`config.mk`:
```
export PLATFORM = sky130hd
export DESIGN_NAME = lp_delay_line
export DESIGN_NICKNAME = d
export VERILOG_FILES = /design/src/rtl/lp_delay_pkg.sv /design/src/rtl/rr_index.sv /design/src/rtl/slot_bank.sv /design/src/rtl/slot_select.sv /design/src/rtl/lp_delay_line.sv
export SDC_FILE = /design/constraint.sdc
export NUM_CORES = 1
export LEC_CHECK = 0
export ABC_AREA = 1
export ABC_CLOCK_PERIOD_IN_PS = 1400
export BUFFER_PORTS_ARGS = -buffer_cell sky130_fd_sc_hd__clkbuf_2
export CORE_ASPECT_RATIO = 0.9
export CORE_MARGIN = 2
export CORE_UTILIZATION = 57
export CTS_CLUSTER_DIAMETER = 80
export DETAILED_ROUTE_END_ITERATION = 6
export GPL_TIMING_DRIVEN = 0
export HOLD_SLACK_MARGIN = 0.15
export PLACE_DENSITY = 0.79
export SKIP_LAST_GASP = 1
export SYNTH_ARGS = -nofsm -noshare
export SYNTH_HDL_FRONTEND = slang
export SYNTH_SLANG_ARGS = --single-unit
```
`constraint.sdc`:
```
create_clock -name clk -period 1.4 [get_ports clk]
set_clock_uncertainty 0.15 [all_clocks]
set_input_delay 0.21 -clock clk [delete_from_list [all_inputs] [get_ports clk]]
set_output_delay 0.21 -clock clk [all_outputs]
set_load 0.05 [all_outputs]
```
`src/rtl/lp_delay_pkg.sv`:
```
package lp_delay_pkg;
   typedef enum logic [0:0] {
      SEL_INDEXED = 1'b0,
      SEL_ONEHOT  = 1'b1
   } sel_style_e;
endpackage

```
`src/rtl/rr_index.sv`:
```
module rr_index #(
   parameter int DEPTH = 3,
   localparam int IDX_W = (DEPTH > 1) ? $clog2(DEPTH) : 1
) (
   input  logic             clk,
   input  logic             rst,
   input  logic             adv,
   output logic [IDX_W-1:0] idx,
   output logic [DEPTH-1:0] idx_oh
);
   localparam logic [IDX_W-1:0] LAST = IDX_W'(DEPTH - 1);

   always_ff @(posedge clk) begin
      if (rst)
         idx <= '0;
      else if (adv)
         idx <= (idx == LAST) ? '0 : idx + 1'b1;
   end

   for (genvar i = 0; i < DEPTH; i++) begin : g_dec
      assign idx_oh[i] = (idx == IDX_W'(i));
   end

   p_idx_range_r5: assert property (@(posedge clk) disable iff (rst)
      idx <= LAST);
   p_idx_step_r5: assert property (@(posedge clk) disable iff (rst)
      adv |=> idx == (($past(idx) == LAST) ? '0 : $past(idx) + 1'b1));
   p_idx_hold_r3: assert property (@(posedge clk) disable iff (rst)
      !adv |=> $stable(idx));
endmodule

```
`src/rtl/slot_bank.sv`:
```
module slot_bank #(
   parameter int WIDTH = 16,
   parameter int DEPTH = 3
) (
   input  logic             clk,
   input  logic             rst,
   input  logic [DEPTH-1:0] wr_en,
   input  logic [WIDTH-1:0] wr_data,
   output logic [WIDTH-1:0] slots [DEPTH]
);
   for (genvar i = 0; i < DEPTH; i++) begin : g_slot
      always_ff @(posedge clk) begin
         if (rst)
            slots[i] <= '0;
         else if (wr_en[i])
            slots[i] <= wr_data;
      end

      p_slot_hold_r7: assert property (@(posedge clk) disable iff (rst)
         !wr_en[i] |=> $stable(slots[i]));
   end

   p_one_write_r4: assert property (@(posedge clk) disable iff (rst)
      $onehot0(wr_en));
endmodule

```
`src/rtl/slot_select.sv`:
```
module slot_select
   import lp_delay_pkg::*;
#(
   parameter int         WIDTH = 16,
   parameter int         DEPTH = 3,
   parameter sel_style_e STYLE = SEL_INDEXED,
   localparam int IDX_W = (DEPTH > 1) ? $clog2(DEPTH) : 1
) (
   input  logic [WIDTH-1:0] slots [DEPTH],
   input  logic [IDX_W-1:0] idx,
   input  logic [DEPTH-1:0] idx_oh,
   output logic [WIDTH-1:0] q
);
   if (STYLE == SEL_ONEHOT) begin : g_andor
      always_comb begin
         q = '0;
         for (int i = 0; i < DEPTH; i++)
            q = q | (slots[i] & {WIDTH{idx_oh[i]}});
      end
   end else begin : g_index
      logic unused_oh;
      assign unused_oh = ^idx_oh;
      always_comb begin
         q = '0;
         for (int i = 0; i < DEPTH; i++)
            if (idx == IDX_W'(i))
               q = slots[i];
      end
   end
endmodule

```
`src/rtl/lp_delay_line.sv`:
```
module lp_delay_line
   import lp_delay_pkg::*;
#(
   parameter int         WIDTH     = 16,
   parameter int         STAGES    = 4,
   parameter sel_style_e SEL_STYLE = SEL_INDEXED
) (
   input  logic             clk,
   input  logic             rst,
   input  logic             en,
   input  logic [WIDTH-1:0] din,
   output logic [WIDTH-1:0] dout
);
   localparam int BANK_DEPTH = STAGES - 1;
   localparam int IDX_W      = (BANK_DEPTH > 1) ? $clog2(BANK_DEPTH) : 1;

   if (STAGES < 3) begin : g_bad_stages
      $error("lp_delay_line: STAGES must be at least 3");
   end
   if (WIDTH < 1) begin : g_bad_width
      $error("lp_delay_line: WIDTH must be at least 1");
   end

   logic [IDX_W-1:0]      rd_idx;
   logic [BANK_DEPTH-1:0] rd_oh;
   logic [BANK_DEPTH-1:0] wr_en;
   logic [WIDTH-1:0]      slots [BANK_DEPTH];
   logic [WIDTH-1:0]      oldest;

   rr_index #(.DEPTH(BANK_DEPTH)) u_index (
      .clk    (clk),
      .rst    (rst),
      .adv    (en),
      .idx    (rd_idx),
      .idx_oh (rd_oh)
   );

   assign wr_en = en ? rd_oh : '0;

   slot_bank #(.WIDTH(WIDTH), .DEPTH(BANK_DEPTH)) u_bank (
      .clk     (clk),
      .rst     (rst),
      .wr_en   (wr_en),
      .wr_data (din),
      .slots   (slots)
   );

   slot_select #(.WIDTH(WIDTH), .DEPTH(BANK_DEPTH), .STYLE(SEL_STYLE)) u_sel (
      .slots  (slots),
      .idx    (rd_idx),
      .idx_oh (rd_oh),
      .q      (oldest)
   );

   always_ff @(posedge clk) begin
      if (rst)
         dout <= '0;
      else if (en)
         dout <= oldest;
   end

   p_out_clear_r1: assert property (@(posedge clk)
      rst |=> dout == '0);
   p_out_hold_r6: assert property (@(posedge clk) disable iff (rst)
      !en |=> $stable(dout));
   p_write_on_en_r4: assert property (@(posedge clk) disable iff (rst)
      en |-> $countones(wr_en) == 1);
endmodule

```
==> flow_summary_export.csv, run 1 <==
group,metric,value,unit
pwr,comb_power_share,0.151,
placement,gp_congestion,0.836,
logic_synthesis,synthCells,370,
pwr,switching_power,1.17,mW
critical_path,cpPeakStageDelay,360,ps
floorplan,initial_core_util,0.589,
pwr,power_frac_clock,0.380,
pwr,p_per_area,1210,mW/mm^2
pwr,seq_power_share,0.469,
finish,syn_to_final_growth,26.5,%
critical_path,path_buf_inv,4,
logic_synthesis,async_flop_share,0,
logic_synthesis,synth_edf_count,0,
floorplan,dieArea,0.00555,sq mm
finish,final_util,0.745,
critical_path,cp_slowest_cell,"dfxtp_4",
clock_tree,clk_pin_slew,70,ps
timing,hold_violations,0,
timing,tightest_slew,733,ps
global_route,grt_overflow,0,
global_route,antenna_found_initial,0,
timing,slew_headroom,0.511,
critical_path,worstPathMaxFanout,9,
critical_path,r2r_slack,0.4,ps
hold_path,hold_path.class,"in -> reg",
placement,dp.final_hpwl,4820,microns
critical_path,crit_type,"reg -> reg",
timing,rsz0062_at_grt,"yes",
timing,maxSlewViolCount,0,
clock_tree,cts_tree,"built",
global_route,grt_pass1_wl,12300,microns
pwr,swShare,0.269,
global_route,grt_pass1_vias,2520,
logic_synthesis,syn_avg_cell_area,7.65,sq um
finish,mostFrequentLayoutCells,"nand2_1, dfxtp_1, nor2_1, clkbuf_2, a21oi_1",
placement,place_area,0.00307,sq mm
clock_tree,clk_latency,350,ps
finish,drive_above_1_share,0.262,
critical_path,path_delay_family,"buffers and inverters",
drt,via_count,2762,
global_route,grt_start_max_net_pins,11,
pwr,ir_drop,1.03,mV
floorplan,io_pins,35,
critical_path,rr_worst_depth,7,
timing,finalCriticalPeriod,1400,ps
critical_path,crit_chain,"buf_8, inv_8, nand3_4, inv_8, clkbuf_16, nand2_2, a21oi_2",
logic_synthesis,yosysWarningCount,0,
timing,period_share,1.00,
critical_path,required,1520,ps
floorplan,core-area,0.00480,sq mm
critical_path,arrival,1520,ps
finish,finalInstanceArea,0.00358,sq mm
timing,max_freq,714,MHz
logic_synthesis,netlist_top_cells_area,"dfxtp_1, nand2_1, nor2_1, a21oi_2, a21oi_1",
logic_synthesis,syn_nets,389,
critical_path,cp_common_cell,"inv_8",
logic_synthesis,synth_cell_types,20,
finish,nFillCells,384,
hold_path,worstHoldEndpoint,"u_bank.slots[1]",
hold_path,worstHoldPathCells,4,
flow_run,max_cap_viol_count,0,
timing,setup-violations-final,0,
clock_tree,cts_root_buffer,"clkbuf_8",
finish,layout.area.seq,0.00133,sq mm
finish,layout_commonest_cell,"nand2_1",
global_route,grtUsageTotal,0.291,
drt,drc,0,
logic_synthesis,yosysTopAreaCell,"dfxtp_1",
outcome,status,"finished clean",
logic_synthesis,ys_seq_area_frac,0.467,
drt,antenna_left,0,
critical_path,cp-start-kind,"flip-flop",
pwr,finalPower,4.33,mW
finish,multi_input_area,0.00129,sq mm
placement,io_buffer_count,32,
critical_path,regToRegStartpoint,"u_index.idx[1]",
floorplan,die_h,70.9,microns
floorplan,fp-row-count,24,
logic_synthesis,synth.cell_area,0.00283,sq mm
drt,vias_per_cell,5.41,
critical_path,reg2reg_to,"u_bank.slots[27]",
pwr,cellLeakagePower,1.48,nW
drt,drt_first_pass_iters,5,
logic_synthesis,synth_seq_cells,66,
logic_synthesis,synth_flop_cell,"dfxtp_1",
hold_path,worstHoldStart,"en",
clock_tree,cts.sinks,66,
drt,drtIter0Drc,293,
finish,fin_nets,461,
pwr,p_int,3.16,mW
drt,wl,7730,microns
logic_synthesis,synth_top_area_frac,0.467,
clock_tree,cts_max_level,3,
critical_path,endpoint_kind,"flip-flop",
clock_tree,cts_made_buffers,9,
drt,wl_per_cell,15.1,microns
timing,fin_setup_tns,0,ps
floorplan,die_x,78.3,microns
clock_tree,clk_path_buf_depth,2,
finish,diodes,0,
-- per-layer routing --
layer,vias up,global-route usage,wire length [microns]
met5,-,0,0
met4,0,0.0780,149
met3,19,0.0714,713
met2,131,0.443,3500
met1,1254,0.417,3360
li1,1358,-,-
-- how the worst max path moves through the flow --
stage                        start                to  slack [ps]  cells past startpoint
finish              u_index.idx[1]  u_bank.slots[27]         0.4                      7
detailed placement  u_index.idx[1]  u_bank.slots[44]         -90                      5
CTS                 u_index.idx[0]  u_bank.slots[12]           9                      7
global route        u_index.idx[1]  u_bank.slots[27]         -50                      7
floorplan           u_index.idx[1]  u_bank.slots[22]         140                      7
global placement    u_index.idx[1]  u_bank.slots[44]         -50                      5
-- power by group through the flow --
stage	Clock, mW	Combinational, mW	Sequential (mW)
floorplan	0	0.311	2.15
finish	1.65	0.652	2.03
CTS	1.65	0.614	2.03
global route	1.74	0.709	2.04
detailed placement	0	0.550	2.07
global placement	0	0.543	2.06
-- metrics by stage --
stage | instances | setup WS [ps] | hold slack (ps)
final | 511 | 0.354 | 213
after detailed placement | 467 | -90.7 | 306
after floorplan | 370 | 143 | 196
after global routing | 511 | -51.4 | 238
after CTS | 504 | 9.28 | 200
after global placement | 467 | -54.3 | 303
-- flip-flops by register name, indices dropped and copies added, names as in the netlist --
signal        cells
dout             16
u_bank.slots     48
u_index.idx       2
-- final cells by class --
cell class,count,area share
Buffer,25,0.0479
Tap cell,65,0.0227
Sequential cell,66,0.370
Timing Repair Buffer,61,0.122
Inverter,15,0.0213
Multi-Input combinational cell,264,0.359
Clock buffer,13,0.0472
Clock inverter,2,0.00978
-- cells in the mapped netlist, types with 2 or more instances --
| cell type | n |
|---|---|
| nand2_1 | 88 |
| inv_1 | 10 |
| a21oi_1 | 30 |
| nor2_1 | 48 |
| a21oi_2 | 20 |
| clkbuf_1 | 7 |
| dfxtp_1 | 66 |
| buf_1 | 2 |
| nand3_4 | 2 |
| o21ai_0 | 26 |
| buf_6 | 3 |
| buf_2 | 8 |
| inv_4 | 4 |
| nand3_1 | 26 |
| buf_4 | 4 |
| nand4_1 | 12 |
| nand2_2 | 11 |
-- logic make-up after synthesis --
group	share of synthesized area
buf+inv	0.0791
simple gates	0.293
flops	0.467
compound gates	0.161
-- worst reg2reg max path, cell delays in order, from the launching register on --
cell and delay [ps]:
dfxtp_4 360, buf_8 150, inv_8 80, nand3_4 140
inv_8 120, clkbuf_16 150, nand2_2 50, a21oi_2 120
-- what timing repair did --
| item | in CTS | in global routing |
|---|---|---|
| endpoints found under the hold margin | 48 | 0 |
| setup buffers | 6 | 6 |
| pin swaps | 1 | 1 |
| gates cloned | 0 | 1 |
| hold buffers | 16 | 0 |
| resized for setup | 4 | 10 |
| setup endpoints to repair | 25 | 34 |
(Power assumes the default switching activity.)
==> run 2, diff against run 1 <==
Settings changed: CORE_UTILIZATION 57 to 58, SYNTH_HIERARCHICAL from default to 1.
==> flow_summary_export.csv, run 2 <==
group,metric,value,unit
critical_path,worstPathMaxFanout,6,
timing,tightest_slew,277,ps
critical_path,arrival,1570,ps
flow_run,max_cap_viol_count,0,
logic_synthesis,synth_common_cells,"nand2_1, nor2_1, dfxtp_1, nand3_1, inv_1",
logic_synthesis,async_flop_share,0,
floorplan,die_x,81.6,microns
logic_synthesis,yosysTopAreaCell,"dfxtp_1",
hold_path,worstHoldEndpoint,"u_bank/slots[19]",
finish,largest_reg_flops,48,
timing,period_share,1.05,
logic_synthesis,synthMuxAreaShare,0,
logic_synthesis,synth_fa_ha_area_frac,0,
finish,syn_to_final_growth,33.0,%
floorplan,fp-row-count,25,
pwr,p_per_area,1180,mW/mm^2
global_route,grt_use_met3,0.0749,
pwr,finalPower,4.91,mW
drt,wl_per_cell,14.7,microns
logic_synthesis,synth.cell_area,0.00314,sq mm
timing,maxSlewViolCount,0,
global_route,grt_pass1_vias,2716,
floorplan,dieArea,0.00602,sq mm
clock_tree,cts.sinks,66,
global_route,grtUsageTotal,0.277,
global_route,grt_use_met1,0.350,
clock_tree,cts_max_level,3,
logic_synthesis,synth_cell_types,16,
global_route,grt_use_met2,0.461,
drt,antenna_left,0,
logic_synthesis,yosysWarningCount,6,
clock_tree,cts_made_buffers,9,
placement,dp.final_hpwl,4890,microns
finish,drive_above_1_share,0.259,
finish,layout_commonest_cell,"nand2_1",
logic_synthesis,synth_flop_cell,"dfxtp_1",
global_route,antenna_found_initial,0,
finish,mostFrequentLayoutCells,"nand2_1, nor2_1, dfxtp_1, clkbuf_2, nand3_1",
clock_tree,cts_root_buffer,"clkbuf_8",
critical_path,required,1490,ps
logic_synthesis,synth_compound_area_frac,0.00478,
logic_synthesis,syn_nets,487,
clock_tree,clk_path_buf_depth,2,
timing,fin_setup_tns,-148,ps
logic_synthesis,synth_top_family_by_area,"simple AND/OR/NAND/NOR gates",
logic_synthesis,synthSimpleGateAreaFrac,0.436,
outcome,status,"finished, violations left",
pwr,ir_drop,0.874,mV
global_route,globalRoute.busiestLayer,"met2",
finish,regMostFlops,"u_bank/slots",
logic_synthesis,synthCells,468,
floorplan,io_pins,35,
logic_synthesis,synth.most_common_cell,"nand2_1",
critical_path,reg2reg_to,"u_index/idx[1]",
logic_synthesis,syn_avg_cell_area,6.71,sq um
global_route,grt_pass1_wl,12400,microns
timing,rsz0062_at_grt,"yes",
hold_path,hold_path.class,"in -> reg",
timing,fin_hold_ws,229,ps
outcome,violations,"setup timing",
clock_tree,cts_tree,"built",
timing,max_freq,677,MHz
drt,drtIter0Drc,320,
timing,hold_violations,0,
logic_synthesis,synth_xor_area_frac,0,
floorplan,die_h,73.8,microns
critical_path,r2r_slack,-80,ps
logic_synthesis,synth_edf_count,0,
finish,fin_nets,567,
critical_path,crit_type,"reg -> reg",
drt,drt_first_pass_iters,5,
drt,wl,9100,microns
timing,setup-violations-final,4,
logic_synthesis,synth_seq_cells,66,
clock_tree,clk_pin_slew,70,ps
drt,drc,0,
timing,setup_slack,-76.3,ps
timing,slew_headroom,0.816,
critical_path,rr_worst_depth,3,
critical_path,endpoint_kind,"flip-flop",
pwr,cellLeakagePower,2.07,nW
critical_path,regToRegStartpoint,"u_index/idx[1]",
drt,via_count,3206,
clock_tree,clk_latency,340,ps
global_route,grt_overflow,0,
finish,diodes,0,
hold_path,worstHoldPathCells,5,
placement,gp_congestion,0.846,
placement,io_buffer_count,34,
critical_path,cp-start-kind,"flip-flop",
logic_synthesis,ys_seq_area_frac,0.421,
global_route,grt_start_max_net_pins,12,
placement,place_ws,-83.7,ps
finish,reg_top3,"u_bank/slots x48, dout x16, u_index/idx x2",
floorplan,initial_core_util,0.601,
logic_synthesis,netlist_top_cells_area,"dfxtp_1, nand2_1, nor2_1, nand3_1, buf_6",
hold_path,worstHoldStart,"rst",
drt,vias_per_cell,5.17,
logic_synthesis,synth_top_area_frac,0.421,
floorplan,core-area,0.00522,sq mm
timing,finalCriticalPeriod,1480,ps
run 2: changes by cell type after synthesis, moves of 6 or more:
cell and delta:
nand4_1 -12, a21oi_1 -29, nand2_1 +58, clkbuf_1 -7, nand3_1 +22, nand2_2 -10
buf_2 -6, o21ai_0 -24, a21oi_2 -20, nor2_1 +65, inv_1 +29, nor2_2 +21
buf_6 +17
run 2: layer usage:
layer  up-vias  part of all wire  wire (microns)
met5         -                 0               0
met1      1436              0.40            3680
met4         0             0.022             198
met2       180              0.47            4290
met3        29              0.10             929
li1       1561                 -               -
run 2: how the worst max path moves through the flow:
stage / from / endpoint / slack (ps)
CTS: u_index/idx[0] / dout[7] / 8
detailed placement: u_index/idx[0] / dout[7] / -80
floorplan: u_index/idx[0] / dout[13] / 90
global route: u_index/idx[1] / dout[9] / -70
global placement: u_index/idx[0] / dout[6] / -80
finish: u_index/idx[1] / u_index/idx[1] / -80
run 2: repair_timing:
| item | CTS | global route |
|---|---|---|
| endpoints found under the setup margin | 35 | 51 |
| resized for setup | 9 | 38 |
| cloned | 0 | 6 |
| pin swaps | 1 | 7 |
| hold buffers | 24 | 0 |
| buffers inserted | 2 | 3 |
| hold endpoints to repair | 56 | 0 |
run 2: logic make-up (layout without fill, tap and decap cells):
logic type | after synthesis | count (layout)
AND/OR/NAND/NOR | 330 | 330
buffers and inverters | 69 | 154
flip-flops | 66 | 66
AO/OA/AOI/OAI | 3 | 3
run 2: where the power goes:
group | internal [mW] | switching (mW)
combinational | 0.434 | 0.629
sequential | 2.01 | 0.0771
clock | 1.05 | 0.723
run 2: cell type report:
class | instances | area [sq um]
Buffer | 26 | 312
Clock buffer | 11 | 141
Clock inverter | 5 | 77.6
Fill cell | 345 | 1050
Inverter | 43 | 171
Multi-Input combinational cell | 333 | 1470
Sequential cell | 66 | 1330
Tap cell | 67 | 83.8
Timing Repair Buffer | 69 | 593
run 2: worst max-delay path: stages (launching register included):
cell and delay, ps:
dfxtp_4 370, o21ai_0 200, dlygate4sd3_1 600, nor2_1 50
run 2: per-stage QoR:
stage | std cells | utilization | cell area [sq um]
6_report | 620 | 0.800 | 4180
5_1_grt | 620 | 0.800 | 4180
4_1_cts | 611 | 0.748 | 3910
3_5_place_dp | 569 | 0.650 | 3390
3_3_place_gp | 569 | 0.650 | 3390
2_1_floorplan | 468 | - | 3140
==> run 3, diff against run 2 <==
Settings changed: CORE_UTILIZATION 58 to 47, PLACE_DENSITY 0.79 to 0.66.
==> flow_summary_export.csv, run 3 (synthesis results as in run 2) <==
group,metric,value,unit
finish,diodes,0,
drt,via_count,2920,
timing,period_share,0.995,
timing,max_freq,718,MHz
critical_path,arrival,1530,ps
placement,dp.final_hpwl,4970,microns
floorplan,fp-row-count,28,
timing,setup-violations-final,0,
clock_tree,cts_tree,"built",
pwr,comb_power_share,0.210,
floorplan,initial_core_util,0.482,
global_route,grt_pass1_vias,2569,
floorplan,core-area,0.00652,sq mm
clock_tree,cts_max_level,3,
timing,fin_hold_ws,208,ps
floorplan,dieArea,0.00735,sq mm
pwr,switching_power,1.37,mW
drt,vias_per_cell,4.61,
critical_path,crit_start,"u_index/idx[0]",
drt,drt_first_pass_iters,4,
finish,largest_reg_flops,48,
critical_path,endpoint_kind,"flip-flop",
pwr,cellLeakagePower,1.95,nW
timing,hold_violations,0,
clock_tree,clk_path_buf_depth,2,
pwr,p_int,3.21,mW
global_route,grt_start_max_net_pins,12,
finish,final_cells,634,
global_route,antenna_found_initial,0,
critical_path,crit_type,"reg -> reg",
global_route,grt_pass1_wl,12400,microns
clock_tree,clk_pin_slew,70,ps
finish,regMostFlops,"u_bank/slots",
finish,syn_to_final_growth,27.5,%
outcome,status,"finished clean",
pwr,p_per_area,1140,mW/mm^2
floorplan,die_x,90.2,microns
finish,fin_nets,558,
placement,placedCellCount,592,
hold_path,worstHoldStart,"en",
finish,layout.area.seq,0.00133,sq mm
critical_path,regToRegStartpoint,"u_index/idx[0]",
drt,drc,0,
drt,wl,7840,microns
global_route,grt_overflow,0,
finish,multi_input_area,0.00143,sq mm
placement,gp_congestion,0.817,
pwr,power_frac_clock,0.336,
finish,reg_top3,"u_bank/slots x48, dout x16, u_index/idx x2",
placement,place_area,0.00342,sq mm
floorplan,die_h,81.6,microns
clock_tree,cts_root_buffer,"clkbuf_8",
finish,finalInstanceArea,0.00400,sq mm
clock_tree,cts_made_buffers,9,
global_route,grtUsageTotal,0.220,
timing,rsz0062_at_grt,"yes",
timing,maxSlewViolCount,0,
timing,slew_headroom,0.816,
drt,wl_per_cell,12.4,microns
timing,finalCriticalPeriod,1390,ps
floorplan,io_pins,35,
critical_path,worstPathMaxFanout,10,
critical_path,cp-start-kind,"flip-flop",
pwr,seq_power_share,0.453,
drt,antenna_left,0,
clock_tree,clk_latency,350,ps
drt,drtIter0Drc,194,
hold_path,hold_path.class,"in -> reg",
critical_path,required,1540,ps
pwr,swShare,0.299,
flow_run,max_cap_viol_count,0,
clock_tree,cts.sinks,66,
finish,layout_commonest_cell,"nand2_1",
placement,io_buffer_count,34,
timing,tightest_slew,277,ps
finish,nFillCells,659,
pwr,ir_drop,0.579,mV
finish,mostFrequentLayoutCells,"nand2_1, nor2_1, dfxtp_1, nand3_1, clkbuf_2",
finish,drive_above_1_share,0.232,
timing,fin_setup_tns,0,ps
run 3: cell types whose count changed in the layout (fill, tap and decap cells not counted), sizes merged:
cell,delta
buf,-2
bufinv,-1
dlygate4sd3,-5
clkinvlp,+1
clkbuf,-2
run 3: final cells by class:
class                   instances  share of cell area
plain buffers                  26              0.0775
flip-flops and latches         66               0.332
clock inverters                 5              0.0137
inverters                      43              0.0434
multi-input cells             333               0.357
clock buffers                  11              0.0328
repair buffers                 60               0.116
well taps                      90              0.0281
run 3: final timing paths:
kind	cells past startpoint	slack [ps]	to
worst min-delay path	6	210	dout[12]
worst max-delay path	9	7	dout[6]
worst max register to register	9	7	dout[6]
worst min register to register	2	320	dout[13]
run 3: worst max-delay path, cell delays in order, from the launching register on:
cell and delay, ps:
dfxtp_4 370, buf_12 150, nor2_8 130, buf_8 140
nand2_1 60, nand3_1 110, inv_1 60, nand2_1 50
nand2_1 40, nor2_1 70
run 3: through the flow:
step | total power [mW] | worst slack [ps] | utilization
2_1_floorplan | 2.74 | 86.0 | -
4_1_cts | 4.54 | 5.36 | 0.593
3_5_place_dp | 2.94 | -122 | 0.525
6_report | 4.58 | 6.68 | 0.614
3_3_place_gp | 2.92 | -108 | 0.525
5_1_grt | 4.81 | -63.8 | 0.614
run 3: power by group through the flow:
| stage | logic (mW) | clock network, mW | registers [mW] |
|---|---|---|---|
| floorplan | 0.527 | 0 | 2.21 |
| global placement | 0.810 | 0 | 2.11 |
| detailed placement | 0.820 | 0 | 2.12 |
| CTS | 0.896 | 1.57 | 2.07 |
| global route | 1.06 | 1.65 | 2.09 |
| finish | 0.963 | 1.54 | 2.08 |
run 3: per-layer routing:
metal / wire (microns) / track usage / vias to the layer above
li1: - / - / 1548
met1: 3680 / 0.286 / 1291
met2: 3650 / 0.369 / 70
met3: 407 / 0.0560 / 11
met4: 97 / 0.0600 / 0
met5: 0 / 0 / -
run 3: what timing repair did:
action | 4_1_cts | 5_1_grt
buffers inserted | 1 | 3
hold buffers | 19 | 0
gates resized for setup | 12 | 23
endpoints found under the setup margin | 40 | 47
pin swaps | 1 | 3
endpoints found under the hold margin | 56 | 0
cloned | 0 | 3
